===== src/rtl/pbus_timer_pkg.sv =====
package pbus_timer_pkg;
  localparam int ON_W    = 4;
  localparam int OFF_W   = 6;
  localparam int ONOFF_W = 3 * (ON_W + OFF_W);
  localparam int CYC_W   = 28;

  typedef struct packed {
    logic [ON_W-1:0]  csOn;
    logic [ON_W-1:0]  weOn;
    logic [ON_W-1:0]  reOn;
    logic [OFF_W-1:0] csOff;
    logic [OFF_W-1:0] weOff;
    logic [OFF_W-1:0] reOff;
    logic [OFF_W-1:0] weCyc;
    logic [OFF_W-1:0] reCyc;
    logic [OFF_W-1:0] csGap;
    logic [OFF_W-1:0] accTime;
  } timing_t;

  // Control-to-datapath strobes
  typedef struct packed {
    logic load;
    logic active;
    logic isRead;
    logic csAct;
    logic weAct;
    logic reAct;
    logic sample;
  } strobe_t;

  function automatic logic [OFF_W-1:0] widenOn(input logic [ON_W-1:0] v);
    return {{(OFF_W-ON_W){1'b0}}, v};
  endfunction
endpackage


===== src/rtl/pbus_timing_check.sv =====
module pbus_timing_check
  import pbus_timer_pkg::*;
(
  input  logic [ONOFF_W-1:0] onOffWord,
  input  logic [CYC_W-1:0]   cycleWord,
  output timing_t            tim,
  output logic               cfgOk
);
  always_comb begin
    tim.csOn    = onOffWord[3:0];
    tim.csOff   = onOffWord[9:4];
    tim.weOn    = onOffWord[13:10];
    tim.weOff   = onOffWord[19:14];
    tim.reOn    = onOffWord[23:20];
    tim.reOff   = onOffWord[29:24];
    tim.weCyc   = cycleWord[5:0];
    tim.reCyc   = cycleWord[11:6];
    tim.csGap   = cycleWord[17:12];
    tim.accTime = cycleWord[27:22];
  end

  assign cfgOk = (tim.weOff > widenOn(tim.weOn))
              && (tim.reOff > widenOn(tim.reOn))
              && (tim.csOff > widenOn(tim.csOn))
              && (tim.csOff >= tim.weOff)
              && (tim.csOff >= tim.reOff)
              && (tim.accTime > widenOn(tim.reOn))
              && (tim.accTime <= tim.reCyc)
              && (tim.weCyc >= tim.weOff)
              && (tim.reCyc >= tim.reOff)
              && (cycleWord[21:18] == 4'd0);
endmodule


===== src/rtl/pbus_timer_ctrl.sv =====
module pbus_timer_ctrl
  import pbus_timer_pkg::*;
(
  input  logic    clk,
  input  logic    rstN,
  input  timing_t tim,
  input  logic    cfgOk,
  input  logic    halfRate,
  input  logic    reqValid,
  input  logic    reqRead,
  output logic    reqAccept,
  output logic    done,
  output strobe_t stb
);
  typedef enum logic [1:0] {S_IDLE, S_ACT, S_GAP} state_e;

  state_e           state;
  logic [OFF_W-1:0] tick;
  logic             sub;
  logic             isRead;
  logic             tickStep;
  logic             lastTick;
  logic             gapEnd;
  logic [OFF_W-1:0] cycEnd;

  assign tickStep  = !halfRate || sub;
  assign cycEnd    = isRead ? tim.reCyc : tim.weCyc;
  assign lastTick  = (tick == cycEnd);
  assign gapEnd    = (tick == (tim.csGap - OFF_W'(1)));
  assign reqAccept = (state == S_IDLE) && reqValid && cfgOk;
  assign done      = (state == S_ACT) && lastTick && tickStep;

  always_ff @(posedge clk) begin
    if (!rstN) begin
      state  <= S_IDLE;
      tick   <= '0;
      sub    <= 1'b0;
      isRead <= 1'b0;
    end else begin
      case (state)
        S_IDLE: begin
          sub <= 1'b0;
          if (reqAccept) begin
            state  <= S_ACT;
            tick   <= '0;
            isRead <= reqRead;
          end
        end
        S_ACT: begin
          sub <= !tickStep;
          if (tickStep) begin
            if (lastTick) begin
              tick  <= '0;
              state <= (tim.csGap != '0) ? S_GAP : S_IDLE;
            end else begin
              tick <= tick + OFF_W'(1);
            end
          end
        end
        default: begin
          sub <= !tickStep;
          if (tickStep) begin
            if (gapEnd) begin
              tick  <= '0;
              state <= S_IDLE;
            end else begin
              tick <= tick + OFF_W'(1);
            end
          end
        end
      endcase
    end
  end

  logic act;
  assign act = (state == S_ACT);

  always_comb begin
    stb.load   = reqAccept;
    stb.active = act;
    stb.isRead = isRead;
    stb.csAct  = act && (tick >= widenOn(tim.csOn)) && (tick < tim.csOff);
    stb.weAct  = act && !isRead && (tick >= widenOn(tim.weOn)) && (tick < tim.weOff);
    stb.reAct  = act && isRead && (tick >= widenOn(tim.reOn)) && (tick < tim.reOff);
    stb.sample = act && isRead && (tick == tim.accTime) && !sub;
  end
endmodule


===== src/rtl/pbus_timer_dpath.sv =====
module pbus_timer_dpath
  import pbus_timer_pkg::*;
#(
  parameter int DATA_W = 16
) (
  input  logic              clk,
  input  logic              rstN,
  input  strobe_t           stb,
  input  logic              reqCmd,
  input  logic [DATA_W-1:0] reqWrData,
  input  logic [DATA_W-1:0] rdBusIn,
  input  logic              csHigh,
  input  logic              weHigh,
  input  logic              reHigh,
  input  logic              a0High,
  output logic              csPin,
  output logic              wePin,
  output logic              rePin,
  output logic              a0Pin,
  output logic              busOe,
  output logic [DATA_W-1:0] busData,
  output logic [DATA_W-1:0] rdData
);
  logic              cmdReg;
  logic [DATA_W-1:0] wrReg;
  logic [DATA_W-1:0] rdReg;

  always_ff @(posedge clk) begin
    if (!rstN) begin
      cmdReg <= 1'b0;
      wrReg  <= '0;
      rdReg  <= '0;
    end else begin
      if (stb.load) begin
        cmdReg <= reqCmd;
        wrReg  <= reqWrData;
      end
      if (stb.sample) rdReg <= rdBusIn;
    end
  end

  // Active level equals the polarity bit; inactive is its complement
  assign csPin   = ~(stb.csAct ^ csHigh);
  assign wePin   = ~(stb.weAct ^ weHigh);
  assign rePin   = ~(stb.reAct ^ reHigh);
  assign a0Pin   = ~((stb.active & cmdReg) ^ a0High);
  assign busOe   = stb.active & ~stb.isRead;
  assign busData = wrReg;
  assign rdData  = rdReg;
endmodule


===== src/rtl/pbus_strobe_timer.sv =====
module pbus_strobe_timer
  import pbus_timer_pkg::*;
#(
  parameter int DATA_W = 16
) (
  input  logic              clk,
  input  logic              rstN,
  input  logic [29:0]       onOffWord,
  input  logic [27:0]       cycleWord,
  input  logic              halfRate,
  input  logic              csHigh,
  input  logic              weHigh,
  input  logic              reHigh,
  input  logic              a0High,
  input  logic              reqValid,
  input  logic              reqRead,
  input  logic              reqCmd,
  input  logic [DATA_W-1:0] reqWrData,
  input  logic [DATA_W-1:0] rdBusIn,
  output logic              reqAccept,
  output logic              cfgValid,
  output logic              done,
  output logic              csPin,
  output logic              wePin,
  output logic              rePin,
  output logic              a0Pin,
  output logic              busOe,
  output logic [DATA_W-1:0] busData,
  output logic [DATA_W-1:0] rdData
);
  timing_t tim;
  strobe_t stb;

  pbus_timing_check u_check (
    .onOffWord(onOffWord), .cycleWord(cycleWord), .tim(tim), .cfgOk(cfgValid)
  );

  pbus_timer_ctrl u_ctrl (
    .clk(clk), .rstN(rstN), .tim(tim), .cfgOk(cfgValid), .halfRate(halfRate),
    .reqValid(reqValid), .reqRead(reqRead), .reqAccept(reqAccept),
    .done(done), .stb(stb)
  );

  pbus_timer_dpath #(.DATA_W(DATA_W)) u_dpath (
    .clk(clk), .rstN(rstN), .stb(stb), .reqCmd(reqCmd), .reqWrData(reqWrData),
    .rdBusIn(rdBusIn), .csHigh(csHigh), .weHigh(weHigh), .reHigh(reHigh),
    .a0High(a0High), .csPin(csPin), .wePin(wePin), .rePin(rePin),
    .a0Pin(a0Pin), .busOe(busOe), .busData(busData), .rdData(rdData)
  );
endmodule


===== config.mk =====
export PLATFORM = sky130hd
export DESIGN_NAME = pbus_strobe_timer
export DESIGN_NICKNAME = d
export VERILOG_FILES = /design/src/rtl/pbus_timer_pkg.sv /design/src/rtl/pbus_timing_check.sv /design/src/rtl/pbus_timer_ctrl.sv /design/src/rtl/pbus_timer_dpath.sv /design/src/rtl/pbus_strobe_timer.sv
export SDC_FILE = /design/constraint.sdc
export NUM_CORES = 1
export LEC_CHECK = 0
export BUFFER_PORTS_ARGS = -buffer_cell sky130_fd_sc_hd__buf_4
export CAP_MARGIN = 0
export CORE_MARGIN = 2
export CORE_UTILIZATION = 35
export CTS_CLUSTER_DIAMETER = 60
export DETAILED_ROUTE_END_ITERATION = 8
export SLEW_MARGIN = 20
export SYNTH_ARGS = -nofsm -noshare
export SYNTH_HDL_FRONTEND = slang
export SYNTH_SLANG_ARGS = --single-unit

===== constraint.sdc =====
create_clock -name clk -period 3.4 [get_ports clk]
set_input_delay 0.68 -clock clk [delete_from_list [all_inputs] [get_ports clk]]
set_output_delay 0.68 -clock clk [all_outputs]
set_load 0.03 [all_outputs]

# Yosys cells after proc, flatten, opt, wreduce, memory -nomap -nowiden

Index checks and enable logic that the tools add are counted.

Bits of input ports: 100
Bits in registers: 43
Memory bits (read-only): 0
Latch bits: 0
Memories kept: 0
Memory bits (writable): 0

Divide/modulo/power cells: 0
$add $sub $neg: 2
Multipliers: 0
Reductions and logical operators: 37
Mux-type cells: 14
Order comparisons: 15
Shift-type cells: 0
Eq/ne operators: 7
Bitwise logic cells: 12

Operators with widths:

| kind                  | count |
|---|---|
| $mux W6               | 6 |
| $ge A6 B6 Y1          | 4 |
| $gt A6 B4 Y1          | 4 |
| $logic_and A1 B1 Y1   | 23 |
| $eq A6 B6 Y1          | 3 |
| $ge A6 B4 Y1          | 3 |
| $lt A6 B6 Y1          | 3 |
| $mux W2               | 6 |
| $pmux W6 S2           | 1 |
| $add A6 B1 Y6 const B | 1 |
| $le A6 B6 Y1          | 1 |
| $not A1 Y1            | 6 |
| $reduce_bool A6 Y1    | 1 |
| $sub A6 B1 Y6 const B | 1 |
| $reduce_and A5 Y1     | 1 |
| $logic_not A1 Y1      | 4 |
| $logic_not A4 Y1      | 1 |
| $ne A2 B1 Y1 const B  | 2 |
| $pmux W2 S2           | 1 |
| $xor A1 B1 Y1         | 4 |
| $reduce_and A3 Y1     | 1 |
| $reduce_bool A3 Y1    | 1 |
| $and A1 B1 Y1         | 2 |
| $eq A2 B1 Y1 const B  | 1 |
| other kinds (6)       | 6 |

# Longest topological paths before layout

Depth after elaboration: 13
Gate-level depth with buffers: 11

# By module

From an unflattened synthesis, not the netlist that was laid out.

Cell total of the unflattened synthesis: 505
Area total of the unflattened synthesis: 4428.0 sq um

By module, submodules not included:

| module            | area an instance (sq um) | cells an instance | instances | sequential area each (sq um) |
|---|---|---|---|---|
| pbus_timer_ctrl   | 1625.3                   | 198               | 1         | 200.2 |
| pbus_timing_check | 1486.4                   | 195               | 1         | 0.0 |
| pbus_timer_dpath  | 1316.3                   | 112               | 1         | 660.6 |

# Worst setup path before layout

No wires, ideal clock.

Path kind: input to output
Start: input cycleWord[10]
End: output reqAccept
Data arrival time: 2.470 ns
Path slack: 0.250 ns
Path buffers: 0
Stages on the path: 8
Required time: 2.720 ns
Cells stage by stage: inv_1 ha_1 a21oi_1 a21boi_1 o32a_1 a21oi_2 nand2b_1 nor3b_1

Longest elaborated chain between the ends: 6
Elaborated cells between the ends (all ways): 7

RTL lines:

| what                  | RTL line                | source |
|---|---|---|
| from (decl)           | pbus_strobe_timer.sv:9  | `input logic [27:0] cycleWord,` |
| $le A6 B6 Y1          | pbus_timing_check.sv:28 | `&& (tim.accTime <= tim.reCyc)` |
| $logic_and A1 B1 Y1   | pbus_timing_check.sv:28 |  |
| $logic_and A1 B1 Y1   | pbus_timing_check.sv:29 | `&& (tim.weCyc >= tim.weOff)` |
| $logic_and A1 B1 Y1 * | pbus_timing_check.sv:30 | `&& (tim.reCyc >= tim.reOff)` |
| $logic_and A1 B1 Y1 * | pbus_timing_check.sv:31 | `&& (cycleWord[21:18] == 4'd0);` |
| $logic_and A1 B1 Y1 * | pbus_timer_ctrl.sv:30   | `assign reqAccept = (state == S_IDLE) && reqValid && cfgOk;` |
| to (decl)             | pbus_strobe_timer.sv:20 | `output logic reqAccept,` |

Mark *: on every way between the ends. The rest lies on a longest branch, timed or not.

# Final worst setup path

Start: input onOffWord[25]
End: output rePin

Longest elaborated chain between the ends: 4

RTL lines:

| what                | RTL line                | source |
|---|---|---|
| from (decl)         | pbus_strobe_timer.sv:8  | `input logic [29:0] onOffWord,` |
| $lt A6 B6 Y1        | pbus_timer_ctrl.sv:84   | `stb.reAct = act && isRead && (tick >= widenOn(tim.reOn)) && (tick < tim.reOff);` |
| $logic_and A1 B1 Y1 | pbus_timer_ctrl.sv:84   |  |
| $xor A1 B1 Y1       | pbus_timer_dpath.sv:45  | `assign rePin = ~(stb.reAct ^ reHigh);` |
| $not A1 Y1          | pbus_timer_dpath.sv:45  |  |
| to (decl)           | pbus_strobe_timer.sv:25 | `output logic rePin,` |

No other way between the ends.

==> reports/metrics.csv <==
stage;metric;value;unit
logic_synthesis;post-synthesis mux area share;5.73;%
floorplanning;CORE AREA;10800;sq um
critical_path;CP bufs+invs;4;
cts;Root Buffer;clkbuf_8;
floorplanning;initial core utilization;35.6;%
sta;Setup WS post-layout;0.157;ns
logic_synthesis;number of flops mapped to enable cells by yosys;0;
critical_path;CP delay by family, top;compound AO/OA/AOI/OAI gates;
cts;Setup Buffers After CTS;0;
floorplanning;row count;38;
sta;crit share post-route;95.4;%
sta;setup_tns;0;ns
worst_hold_path;hold crit path type;flip-flop to flip-flop;
sta;fmax;308;MHz
placed_design;GP Congestion;0.872;
floorplanning;Die Y;109;um
sta;Worst Clk Skew;0.0100;ns
logic_synthesis;Synth Area in Compound Gates;17.5;%
global_routing;GR Overflow Total;0;
cts;TritonCTS Buffers;5;
critical_path;crit-path most repeated cell;a21o_1;
global_routing;initial antenna violation count;0;
floorplanning;die area;11800;sq um
critical_path;crit path launch;onOffWord[25];
logic_synthesis;sequential share of the synthesized area;22.4;%
sta;Hold Fails Final Rpt;0;
layout;nets@finish;781;
status;status;complete, no violations;
placed_design;Post-DP HPWL;9190;um
route;post-route DRC violation count;0;
critical_path;reg2reg end;u_ctrl.tick[3];
critical_path;CP cell instances;buf_4 -> inv_2 -> ha_1 -> a21o_1 -> a21o_1 -> a21o_1 -> a21o_1 -> a2111oi_2 -> buf_4 -> xnor2_1 -> buf_4;
critical_path;Slowest-stage cell, CP;a2111oi_2;
flow_run;Max-cap violations;0;
sta;Worst slew margin;52.3;%
critical_path;Worst path max stage delay;0.35;ns
route;Routed Wire Length;11200;um
logic_synthesis;Ys Warns;0;
logic_synthesis;Post-Syn Area;3840;sq um
power;Peak VDD IR;0.000200;V
logic_synthesis;main flop type after synthesis;dfxtp_1;
cts;CTS tree;done;
critical_path;reg2reg setup slack;0.96;ns
critical_path;CP arrival;2.56;ns
sta;unrepaired setup endpoints after global routing;false;
route;DR pass1 iterations;5;
global_routing;vias in the first global route;3716;
route;WL/cell;15.0;um
layout;layout cell share with drive strength beyond 1;28.3;%
route;Via density;5.10;
sta;Worst-Margin Slew;0.715;ns
route;post-route ant nets;0;
power;Leakage;2.52;nW
logic_synthesis;largest family of logic cells by synthesized area;adder cells;
critical_path;Worst setup SP type;input pin;
layout;fin area;5220;sq um
critical_path;Worst Reg-to-Reg Cells;7;
power;pwr dens;240;nW/um^2
critical_path;critical path type;input pin to primary output;
logic_synthesis;Avg Cell Area, Syn;8.30;sq um
layout;Ant. Diodes;0;
placed_design;dpl ws;0.0146;ns
global_routing;largest net degree at the start of global routing;24;
layout;area growth from synthesis to layout;35.9;%
logic_synthesis;Synth Register Bits;43;
critical_path;CP endpoint;rePin;
route;Detailed Route Iter0 Violations;220;
cts;clock sinks;43;
cts;clock latency on the worst-skew pair;0.30;ns
cts;Reg clk slew, reported paths;0.08;ns
cts;maximum buffer depth of the clock tree;2;
logic_synthesis;Syn Inst Count;463;
sta;Setup violations, final;0;
global_routing;first-pass GRT wire length;17700;um
sta;post-route minimum period;3.24;ns
critical_path;Crit path required time;2.72;ns
layout;commonest non-fill, non-tap cell in the layout;buf_4;
layout;commonest non-fill, non-tap cells in the layout;buf_4, ha_1, nand2_1, dfxtp_1, inv_1;
critical_path;worst-path maximum fanout;3;
logic_synthesis;syn_nets;638;
placed_design;Placed Instance Area;5090;sq um
logic_synthesis;Post-synth ARST share;0;%
logic_synthesis;Synth Area in Simple Gates;18.9;%
floorplanning;I/O pin total;140;
route;vias;3806;
critical_path;FF-to-FF Start;u_ctrl.isRead;
sta;Final Slew Violations;0;
layout;Fillers;1084;
logic_synthesis;post-synth cell types;49;
critical_path;logic depth of the worst setup path including buffers;11;
logic_synthesis;Post-Synth XOR/XNOR Area;5.01;%
logic_synthesis;Adder-Cell Fraction of Synth Area;24.4;%
cts;H-tree Lvls;2;
floorplanning;chip width;109;um
global_routing;GRT Util Overall;18.8;%
placed_design;IO buf count;139;
sta;hold slack final;0.459;ns
critical_path;CP Capture Type;primary output;
==> routing by layer <==
metal / track usage [%] / share of wire, %
met1: 24.4 / 45
met2: 32.8 / 49
met3: 3.71 / 5.7
met4: 3.11 / 0.64
met5: 0 / 0
==> worst min-delay path by stage <==
stage | to | slack, ns | start | cells after the start
floorplan | u_dpath.cmdReg | 0.43 | u_dpath.cmdReg | 2
global route | u_dpath.cmdReg | 0.47 | u_dpath.cmdReg | 2
detailed placement | u_dpath.busData[5] | 0.45 | u_dpath.busData[5] | 2
global placement | u_dpath.busData[1] | 0.44 | u_dpath.busData[1] | 2
finish | u_dpath.busData[2] | 0.46 | u_dpath.busData[2] | 2
CTS | u_dpath.busData[5] | 0.46 | u_dpath.busData[5] | 2
==> worst min-delay path, stage by stage, from the launching register on <==
cell and delay [ns]:
dfxtp_1 0.32, nand2_1 0.05, a21oi_1 0.05
==> layout make-up <==
class                   instances  area (sq um)  share of cell area [%]
clock buffers                   6          82.6                    1.58
clock inverters                 2          38.8                   0.743
inverters                      42           158                    3.02
flip-flops and latches         43           862                    16.5
well taps                     140           175                    3.35
repair buffers                153          1150                    22.0
multi-input cells             361          2760                    52.8
==> sequential cells by signal, indices dropped and copies added, names as in the netlist <==
signal and cells:
u_ctrl.sub 1, u_dpath.busData 16, u_dpath.rdData 16, u_ctrl.isRead 1
u_dpath.cmdReg 1, u_ctrl.state 2, u_ctrl.tick 6
==> cells by family after synthesis <==
family                     after synthesis
and+or+nand+nor                        142
AOI/OAI and AO/OA                      100
adders and majority gates               75
buffers and inverters                   59
DFF                                     43
xor gates and xnor gates                22
muxes                                   22
==> cell usage after synthesis (all sizes together) (2+ instances only) <==
| master | n | area [sq um] |
|---|---|---|
| nand3 | 7 | 35.0 |
| o21a | 5 | 37.5 |
| ha | 75 | 938 |
| mux2i | 22 | 220 |
| buf | 8 | 42.5 |
| xnor2 | 15 | 131 |
| nor3 | 11 | 55.1 |
| o2111ai | 2 | 17.5 |
| inv | 41 | 154 |
| a211oi | 3 | 22.5 |
| a311oi | 3 | 32.5 |
| dfxtp | 43 | 861 |
| clkbuf | 9 | 33.8 |
| or3 | 2 | 12.5 |
| nand4 | 9 | 56.3 |
| a31oi | 3 | 18.8 |
| xor2 | 7 | 61.3 |
| nor2 | 28 | 105 |
| o211ai | 4 | 30.0 |
| nor2b | 8 | 50.1 |
| a2111oi | 11 | 98.9 |
| a22oi | 2 | 15.0 |
| nor4 | 4 | 46.3 |
| o21ai | 11 | 55.1 |
| nand2 | 45 | 169 |
| nand2b | 17 | 106 |
| a21oi | 34 | 174 |
| and2 | 3 | 18.8 |
| a21o | 16 | 120 |
| o31ai | 3 | 22.5 |
==> timing repair <==
item | CTS | global route
endpoints found under the setup margin | 1 | 1
hold buffers | 0 | 0
gates resized for setup | 3 | 3
==> through the flow <==
stage          cells  power, mW  util [%]
2_1_floorplan    463      0.684         -
4_1_cts          747       1.27      48.3
5_1_grt          747       1.33      48.4
3_5_place_dp     739      0.841      47.2
3_3_place_gp     739      0.829      47.2
6_report         747       1.26      48.4
==> power by group <==
part | total, mW | switching (mW) | internal [mW]
clock network | 0.426 | 0.184 | 0.242
registers | 0.508 | 0.00345 | 0.504
logic | 0.322 | 0.151 | 0.171
total | 1.26 | 0.339 | 0.917
No activity file was read; power rests on OpenSTA's default activity.
